--- config.mk ---
export PLATFORM = sky130hd
export DESIGN_NAME = dma_chan
export DESIGN_NICKNAME = d
export VERILOG_FILES = /design/src/rtl/dma_chan_pkg.sv /design/src/rtl/dma_chan_regs.sv /design/src/rtl/dma_chan_seq.sv /design/src/rtl/dma_chan.sv
export SDC_FILE = /design/constraint.sdc
export NUM_CORES = 1
export LEC_CHECK = 0
export CAP_MARGIN = 20
export CELL_PAD_IN_SITES_DETAIL_PLACEMENT = 1
export CELL_PAD_IN_SITES_GLOBAL_PLACEMENT = 1
export CORE_ASPECT_RATIO = 1.2
export CORE_MARGIN = 10
export CORE_UTILIZATION = 44
export CTS_BUF_LIST = sky130_fd_sc_hd__clkbuf_16
export DETAILED_ROUTE_END_ITERATION = 10
export GPL_TIMING_DRIVEN = 0
export HOLD_SLACK_MARGIN = 0.06
export PLACE_DENSITY_LB_ADDON = 0.25
export SETUP_SLACK_MARGIN = 0.1
export SLEW_MARGIN = 5
export SYNTH_ARGS = -nofsm -noshare
export SYNTH_HDL_FRONTEND = slang
export SYNTH_HIERARCHICAL = 1
export SYNTH_SLANG_ARGS = --single-unit
--- constraint.sdc ---
create_clock -name clk -period 7.2 [get_ports clk]
set_input_delay 1.44 -clock clk [delete_from_list [all_inputs] [get_ports clk]]
set_output_delay 1.44 -clock clk [all_outputs]
set_load 0.02 [all_outputs]
--- src/rtl/dma_chan_pkg.sv ---
package dma_chan_pkg;
  localparam int unsigned DATA_W = 8;
  localparam int unsigned NIB_W  = 4;
  localparam int unsigned ADDR_W = NIB_W + DATA_W;
  localparam int unsigned TSEL_W = 2;
  localparam int unsigned N_TRIG = 1 << TSEL_W;
  localparam int unsigned SEL_W  = 3;
  localparam logic [NIB_W-1:0] PERIPH_PAGE = 4'hF;

  localparam logic [SEL_W-1:0] SEL_IO  = 3'd0;
  localparam logic [SEL_W-1:0] SEL_HI  = 3'd1;
  localparam logic [SEL_W-1:0] SEL_CUR = 3'd2;
  localparam logic [SEL_W-1:0] SEL_END = 3'd3;
  localparam logic [SEL_W-1:0] SEL_CTL = 3'd4;

  typedef enum logic [2:0] {
    ST_IDLE,
    ST_REQ,
    ST_RD,
    ST_WR,
    ST_DONE
  } seq_state_t;

  typedef struct packed {
    logic [TSEL_W-1:0] tsel;
    logic              irq_en;
    logic              word;
    logic              loop;
    logic              to_periph;
    logic              enable;
  } ctl_t;

  localparam int unsigned CTL_W = $bits(ctl_t);
endpackage

--- src/rtl/dma_chan_regs.sv ---
module dma_chan_regs
  import dma_chan_pkg::*;
(
  input  logic              clk,
  input  logic              rst_n,
  input  logic              we,
  input  logic [SEL_W-1:0]  sel,
  input  logic [DATA_W-1:0] wdata,
  input  logic              adv,
  output logic [DATA_W-1:0] rdata,
  output ctl_t              ctl,
  output logic [DATA_W-1:0] io_q,
  output logic [DATA_W-1:0] hi_q,
  output logic [DATA_W-1:0] cur_q,
  output logic              end_hit
);
  logic [DATA_W-1:0] start_q, end_q;
  logic [DATA_W-1:0] step;
  logic [ADDR_W:0]   tail, limit;

  assign step    = ctl.word ? DATA_W'(2) : DATA_W'(1);
  assign tail    = {1'b0, hi_q[NIB_W-1:0], cur_q} + (ADDR_W+1)'(ctl.word);
  assign limit   = {1'b0, hi_q[DATA_W-1:NIB_W], end_q};
  assign end_hit = tail >= limit;

  always_ff @(posedge clk) begin
    if (!rst_n) begin
      io_q    <= '0;
      hi_q    <= '0;
      start_q <= '0;
      cur_q   <= '0;
      end_q   <= '0;
      ctl     <= '0;
    end else if (we) begin
      case (sel)
        SEL_IO:  io_q <= wdata;
        SEL_HI:  hi_q <= wdata;
        SEL_CUR: begin
          start_q <= wdata;
          cur_q   <= wdata;
        end
        SEL_END: end_q <= wdata;
        SEL_CTL: ctl   <= ctl_t'(wdata[CTL_W-1:0]);
        default: ;
      endcase
    end else if (adv) begin
      if (!end_hit)      cur_q      <= cur_q + step;
      else if (ctl.loop) cur_q      <= start_q;
      else               ctl.enable <= 1'b0;
    end
  end

  always_comb begin
    case (sel)
      SEL_IO:  rdata = io_q;
      SEL_HI:  rdata = hi_q;
      SEL_CUR: rdata = cur_q;
      SEL_END: rdata = end_q;
      SEL_CTL: rdata = DATA_W'(ctl);
      default: rdata = '0;
    endcase
  end

  a_r8_advance: assert property (@(posedge clk) disable iff (!rst_n)
    (adv && !we && !end_hit) |=> (cur_q == $past(cur_q) + $past(step)));
  a_r9_loop_reload: assert property (@(posedge clk) disable iff (!rst_n)
    (adv && !we && end_hit && ctl.loop) |=> (cur_q == start_q && ctl.enable == $past(ctl.enable)));
  a_r10_single_stop: assert property (@(posedge clk) disable iff (!rst_n)
    (adv && !we && end_hit && !ctl.loop) |=> (!ctl.enable && $stable(cur_q)));
endmodule

--- src/rtl/dma_chan_seq.sv ---
module dma_chan_seq
  import dma_chan_pkg::*;
(
  input  logic              clk,
  input  logic              rst_n,
  input  ctl_t              ctl,
  input  logic [DATA_W-1:0] io_q,
  input  logic [DATA_W-1:0] hi_q,
  input  logic [DATA_W-1:0] cur_q,
  input  logic              end_hit,
  input  logic [N_TRIG-1:0] trig,
  input  logic              bus_ack,
  input  logic [DATA_W-1:0] bus_rdata,
  output logic              bus_req,
  output logic [ADDR_W-1:0] bus_addr,
  output logic              bus_rd,
  output logic              bus_wr,
  output logic [DATA_W-1:0] bus_wdata,
  output logic              adv,
  output logic              irq
);
  seq_state_t        state;
  logic              second;
  logic [DATA_W-1:0] data_q;
  logic              fire;
  logic [ADDR_W-1:0] ram_a, per_a;

  assign fire  = (state == ST_IDLE) && ctl.enable && trig[ctl.tsel];
  assign ram_a = {hi_q[NIB_W-1:0], cur_q + DATA_W'(second)};
  assign per_a = {PERIPH_PAGE, io_q + DATA_W'(second)};

  always_ff @(posedge clk) begin
    if (!rst_n) begin
      state  <= ST_IDLE;
      second <= 1'b0;
      data_q <= '0;
    end else begin
      case (state)
        ST_IDLE: if (fire) state <= ST_REQ;
        ST_REQ:  if (bus_ack) state <= ST_RD;
        ST_RD: begin
          data_q <= bus_rdata;
          state  <= ST_WR;
        end
        ST_WR: begin
          if (ctl.word && !second) begin
            second <= 1'b1;
            state  <= ST_RD;
          end else begin
            state  <= ST_DONE;
          end
        end
        ST_DONE: begin
          second <= 1'b0;
          state  <= ST_IDLE;
        end
        default: state <= ST_IDLE;
      endcase
    end
  end

  always_comb begin
    bus_addr = '0;
    if (state == ST_RD)      bus_addr = ctl.to_periph ? ram_a : per_a;
    else if (state == ST_WR) bus_addr = ctl.to_periph ? per_a : ram_a;
  end

  assign bus_req   = (state == ST_REQ) || (state == ST_RD) || (state == ST_WR);
  assign bus_rd    = (state == ST_RD);
  assign bus_wr    = (state == ST_WR);
  assign bus_wdata = data_q;
  assign adv       = (state == ST_DONE);
  assign irq       = (state == ST_DONE) && end_hit && ctl.irq_en;

  a_r5_granted_access: assert property (@(posedge clk) disable iff (!rst_n)
    (bus_rd || bus_wr) |-> (bus_req && bus_ack));
  a_r5_one_access: assert property (@(posedge clk) disable iff (!rst_n)
    $onehot0({bus_rd, bus_wr}));
  a_r5_wait_grant: assert property (@(posedge clk) disable iff (!rst_n)
    (state == ST_REQ && !bus_ack) |=> (state == ST_REQ));
  a_r4_req_after_fire: assert property (@(posedge clk) disable iff (!rst_n)
    $rose(bus_req) |-> $past(fire));
  a_r6_wdata_from_read: assert property (@(posedge clk) disable iff (!rst_n)
    bus_rd |=> (bus_wr && bus_wdata == $past(bus_rdata)));
  a_r11_irq_single: assert property (@(posedge clk) disable iff (!rst_n)
    irq |=> !irq);
endmodule

--- src/rtl/dma_chan.sv ---
module dma_chan
  import dma_chan_pkg::*;
(
  input  logic              clk,
  input  logic              rst_n,
  input  logic              cfg_we,
  input  logic [SEL_W-1:0]  cfg_sel,
  input  logic [DATA_W-1:0] cfg_wdata,
  output logic [DATA_W-1:0] cfg_rdata,
  input  logic [N_TRIG-1:0] trig,
  output logic              bus_req,
  input  logic              bus_ack,
  output logic [ADDR_W-1:0] bus_addr,
  output logic              bus_rd,
  input  logic [DATA_W-1:0] bus_rdata,
  output logic              bus_wr,
  output logic [DATA_W-1:0] bus_wdata,
  output logic              irq
);
  ctl_t              ctl;
  logic [DATA_W-1:0] io_q, hi_q, cur_q;
  logic              end_hit, adv;

  dma_chan_regs u_regs (
    .clk     (clk),
    .rst_n   (rst_n),
    .we      (cfg_we),
    .sel     (cfg_sel),
    .wdata   (cfg_wdata),
    .adv     (adv),
    .rdata   (cfg_rdata),
    .ctl     (ctl),
    .io_q    (io_q),
    .hi_q    (hi_q),
    .cur_q   (cur_q),
    .end_hit (end_hit)
  );

  dma_chan_seq u_seq (
    .clk       (clk),
    .rst_n     (rst_n),
    .ctl       (ctl),
    .io_q      (io_q),
    .hi_q      (hi_q),
    .cur_q     (cur_q),
    .end_hit   (end_hit),
    .trig      (trig),
    .bus_ack   (bus_ack),
    .bus_rdata (bus_rdata),
    .bus_req   (bus_req),
    .bus_addr  (bus_addr),
    .bus_rd    (bus_rd),
    .bus_wr    (bus_wr),
    .bus_wdata (bus_wdata),
    .adv       (adv),
    .irq       (irq)
  );

  a_r1_idle_after_reset: assert property (@(posedge clk)
    $past(!rst_n) |-> (!bus_req && !bus_rd && !bus_wr && !irq));
endmodule

After elaboration in Yosys (flattened, before gate mapping)
Index checks and enable logic that the tools add are counted.

word-level totals
  register bits after elaboration = 59
  output and inout bits = 32
  word-level logic and storage cells = 81

cells by class
  $add $sub $neg = 4
  order comparisons = 2
  equality and inequality tests = 15
  mux-type cells = 24
  reductions and logical operators = 22

operators by type and width
  cell                  number
  $mux W12              4
  $mux W8               5
  $pmux W8 S5           1
  $add A8 B1 Y8         2
  $reduce_and A2 Y1     7
  $add A12 B1 Y13       1
  $ge A13 B12 Y1        1
  $eq A3 B2 Y1 const B  4
  $pmux W3 S4           1
  $mux W3               3
  $add A8 B8 Y8         1
  $ne A2 B1 Y1 const B  4
  $mux W1               7
  $eq A3 B1 Y1 const B  2
  $eq A3 B3 Y1 const B  2
  $logic_not A3 Y1      2
  $reduce_bool A2 Y1    3
  $logic_and A1 B1 Y1   5
  $ne A2 B2 Y1 const B  2
  $reduce_and A4 Y1     1
  $lt A2 B3 Y1 const B  1
  $ne A3 B3 Y1 const B  1
  $reduce_and A3 Y1     1
  $bmux W1 S2           1
  other kinds (4)       5

Logic depth before layout (Yosys ltp)
  word-level depth = 5
  mapped depth = 14
  mapped depth without buffers = 12

Hierarchy
The synthesis kept the hierarchy.

by module, submodules not included
  module         instances  cells each  area each (sq um)
  dma_chan_regs  1          383         3054.2
  dma_chan_seq   1          128         1031.0

Least setup slack after synthesis
OpenSTA, ideal clock, no wires.

  kind = reg-to-output
  start = register u_regs/ctl[3] (netlist name)
  end = output port irq
  arrival = 2.747 ns
  data required time = 5.760 ns
  path slack = 3.013 ns
  cell stages (with the launch flop) = 12
  path buffers = 0
  cells stage by stage = dfxtp_1 -> ha_1 -> nand3_2 -> nor3_1 -> nand3_1 -> xnor2_1 -> ha_1 -> a21o_1 -> a21o_1 -> a211oi_2 -> nand2_2 -> and3_1

between the ends
  word-level cells in the longest chain between the ends = 4

RTL lines
  item                              line                 text
  $add A12 B1 Y13                   dma_chan_regs.sv:22  assign tail = {1'b0, hi_q[NIB_W-1:0], cur_q} + (ADDR_W+1)'(ctl.word);
  $ge A13 B12 Y1                    dma_chan_regs.sv:24  assign end_hit = tail >= limit;
  named net end_hit                 dma_chan.sv:22       logic end_hit, adv;
  $logic_and A1 B1 Y1 (2 in a row)  dma_chan_seq.sv:73   assign irq = (state == ST_DONE) && end_hit && ctl.irq_en;
  end, declared                     dma_chan.sv:18       output logic irq

The timed path passes the listed nets, and every way through them passes these cells.

Worst setup path after layout
  start = register u_regs/ctl[3] (netlist name)
  end = output port irq

between the ends
  word-level cells in the longest chain between the ends = 4

RTL lines
  item                              line
  $add A12 B1 Y13                   dma_chan_regs.sv:22
  $ge A13 B12 Y1                    dma_chan_regs.sv:24
  named net end_hit                 dma_chan.sv:22
  $logic_and A1 B1 Y1 (2 in a row)  dma_chan_seq.sv:73

The timed path passes the listed nets, and every way through them passes these cells.

==> out/metrics.csv <==
stage,metric,value,unit
layout,share of post-route cells with drive strength above 1,8.22,%
placement,port bufs,57,
floorplanning,num rows,38,
synth,mean post-synth cell area,7.99,um2
clocking,Clock transition at path regs,0.05,ns
critical_path,crit path cell chain,"ha_1, nand3_2, nor3_1, nand3_1, xnor2_1, ha_1, a21o_1, a21o_1, a211oi_2, nand2_2, and3_1, clkdlybuf4s50_1",
synth,number of synthesized flops with an enable pin,0,
pwr,P_leak,1.87,nW
drt,DR iter-0 viols,315,
drt,Avg WL per Cell,21.7,um
clocking,H-tree levels,3,
synth,"Primary FF master, synth",dfxtp_1,
clocking,Root Buffer,clkbuf_16,
placement,DP Cell Count,688,
synth,fraction of registers with async set/reset,0,%
critical_path,Slowest cell on crit path,dfxtp_1,
critical_path,CP Data Arrival Time,4.33,ns
layout,fillers,1127,
placement,RePlAce Congestion,0.934,
layout,fin nets,627,
pwr,pwr dens,172,nW/um2
drt,final wirelength,15200,um
synth,Yosys reg bits,59,
critical_path,FF-to-FF End,u_regs/cur_q[2]$_SDFFE_PN0P_,
critical_path,WS Path Type,flop to primary output,
clocking,CTS Sinks,59,
hold_path,worst hold endpoint,u_regs/start_q[3]$_SDFFE_PN0P_,
floorplanning,die area,13600,um2
timing,Slew @ Worst Pin,0.885,ns
timing,final setup fails,0,
clocking,number of CTS-inserted buffers,9,
critical_path,flop2flop setup slack,3.36,ns
clocking,postcts setup bufs,0,
hold_path,hold path start,u_regs/start_q[3]$_SDFFE_PN0P_,
critical_path,CP Capture Type,primary output,
placement,pre-CTS setup slack,1.67,ns
global_route,antenna violations before repair,0,
timing,RSZ-0062 raised after global routing,no,
layout,P&R area growth vs syn,24.6,%
placement,HPWL Detailed,11300,um
timing,Hold Slack,0.461,ns
synth,Post-Syn Instances,511,
layout,Non-Filler Instances,704,
clocking,CTS tree,yes,
critical_path,Worst EP required,5.76,ns
global_route,met2 usage,39.3,%
hold_path,min-delay worst type,flop to flop,
timing,Final Hold Viols,0,
timing,worst setup margin,1.43,ns
synth,sequential element share of the synthesized area,28.9,%
timing,Final Skew,0.00733,ns
timing,Final Cycle Share,80.1,%
synth,Post-Syn Nets,559,
floorplanning,die height,126,um
timing,Rel. slew slack,40.5,%
hold_path,Hold Path Depth,2,
timing,"Slew Viols, Final",0,
global_route,Total GRT Usage,22.7,%
drt,Pre-antenna DRT Iters,4,
critical_path,Critical Path Max Stage Delay,0.57,ns
synth,"Distinct cells, synth",60,
floorplanning,Core Region,9030,um2
clocking,# hold bufs at CTS,0,
floorplanning,initial core utilization,45.2,%
layout,"most common cell after layout, fill and taps aside",nand2_1,
timing,fmax,173,MHz
global_route,pin count of the biggest net entering global routing,15,
outcome,status,finished clean,
drt,Final ANT Viol Nets,0,
global_route,vias in the first global route,4411,
global_route,met3 Usage GRT,3.80,%
flow_run,MaxCap Viol Count,0,
drt,via count,4121,
pwr,Final Total Pwr,877,uW
pwr,peak supply drop,0.000104,V
global_route,grt ovf,0,
global_route,first-pass GRT wire length,24300,um
layout,most frequent cells in the layout,"101 x nand2_1, 59 x dfxtp_1, 57 x clkdlybuf4s50_1",
synth,Synthesis Warnings,6,
timing,post-route minimum period,5.77,ns
critical_path,origin of the critical flop-to-flop path,u_regs/ctl[3]$_SDFFE_PN0P_,
global_route,GR Util met1,26.0,%
critical_path,depth of the most critical reg-to-reg path,12,
drt,Via density,5.85,
clocking,clock latency at the later pin of the worst-skew pair,0.33,ns
synth,Synth Cell Area,4090,um2
clocking,cts repair resizes,0,
clocking,Max Buffers Root-to-Sink,2,
floorplanning,# IOs,59,
floorplanning,Die X,108,um
critical_path,Worst Setup SP,u_regs/ctl[3]$_SDFFE_PN0P_,
critical_path,Worst Path Max Fanout,9,
timing,setup tns final,0,ns
critical_path,Worst setup SP type,flop,
drt,# DRC,0,
layout,antenna cells,0,
global_route,GRT Max-Usage Layer,met2,
[cell type report]
cell class / count / area, um2 / area share (%)
Buffer: 30 / 164 / 3.22
Clock buffer: 9 / 225 / 4.42
Clock inverter: 7 / 60.1 / 1.18
Inverter: 25 / 93.8 / 1.84
Multi-Input combinational cell: 397 / 2650 / 52.0
Sequential cell: 59 / 1180 / 23.2
Tap cell: 120 / 150 / 2.95
Timing Repair Buffer: 57 / 571 / 11.2
[cells in the mapped netlist (3+ instances only)]
cell / count / share of area, %
o21a_1: 4 / 0.74
nand4_1: 6 / 0.92
nand2_1: 101 / 9.3
clkbuf_1: 14 / 1.3
nor2_1: 33 / 3.0
inv_1: 25 / 2.3
xnor2_1: 15 / 3.2
a211oi_1: 4 / 0.74
o22ai_1: 9 / 1.4
and2_1: 3 / 0.46
nand3b_1: 3 / 0.55
dfxtp_1: 59 / 29
a211oi_2: 4 / 1.2
nand2b_1: 6 / 0.92
buf_2: 7 / 0.86
nor2b_1: 11 / 1.7
mux2i_1: 21 / 5.1
buf_6: 4 / 1.1
a31oi_1: 7 / 1.1
o21ai_0: 10 / 1.2
o31ai_1: 5 / 0.92
a21boi_0: 40 / 7.4
nand3_1: 17 / 2.1
xor2_1: 11 / 2.4
nor3_1: 12 / 1.5
a21oi_1: 17 / 2.1
ha_1: 20 / 6.1
buf_4: 3 / 0.55
[report_power, final]
group          switching, mW  total, mW  internal, mW
registers            0.00925      0.342         0.333
clock network          0.151      0.414         0.263
logic                 0.0728      0.121        0.0483
total                  0.233      0.877         0.644
[through the flow]
stage,utilization (%),instance area (um2)
floorplan,-,4090
global placement,53.2,4810
detailed placement,53.2,4810
CTS,56.4,5090
global route,56.4,5090
finish,56.4,5090
[routing by layer]
layer	part of all wire (%)	routed length, um
met1	40	6110
met3	5.2	790
met2	51	7740
met5	0	0
met4	4.0	603
[how the worst max path moves through the flow]
stage                        end  depth (start not counted)  slack, ns
finish                       irq                         12       1.43
global route                 irq                         12       1.26
CTS                          irq                         12       1.47
detailed placement  cfg_rdata[3]                          8       1.67
global placement    cfg_rdata[3]                          8       1.67
floorplan                    irq                         11       3.01
[worst max-delay path, delay by kind of cell, from the launching register on]
kind,cells,cell delay (ns)
flops,1,0.57
xor+xnor,1,0.15
buf+inv,1,0.54
compound gates,3,0.89
fa+ha+maj,2,0.59
simple gates,5,1.26
[sequential cells by signal, summed over array words and instances (netlist names)]
register and count:
u_regs/end_q 8, u_seq/second 1, u_regs/start_q 8, u_regs/cur_q 8, u_seq/bus_wdata 8, u_regs/io_q 8, u_regs/hi_q 8, u_seq/state 3
u_regs/ctl 7
[cell families after synthesis]
family / synth area share, %
AO/OA/AOI/OAI: 19.7
XOR/XNOR: 6.65
adder cells (fa/ha/maj): 6.62
buffers and inverters: 6.31
flip-flops: 28.9
multiplexers: 7.17
AND/OR/NAND/NOR: 24.7
No activity file was read; power rests on OpenSTA's default activity.
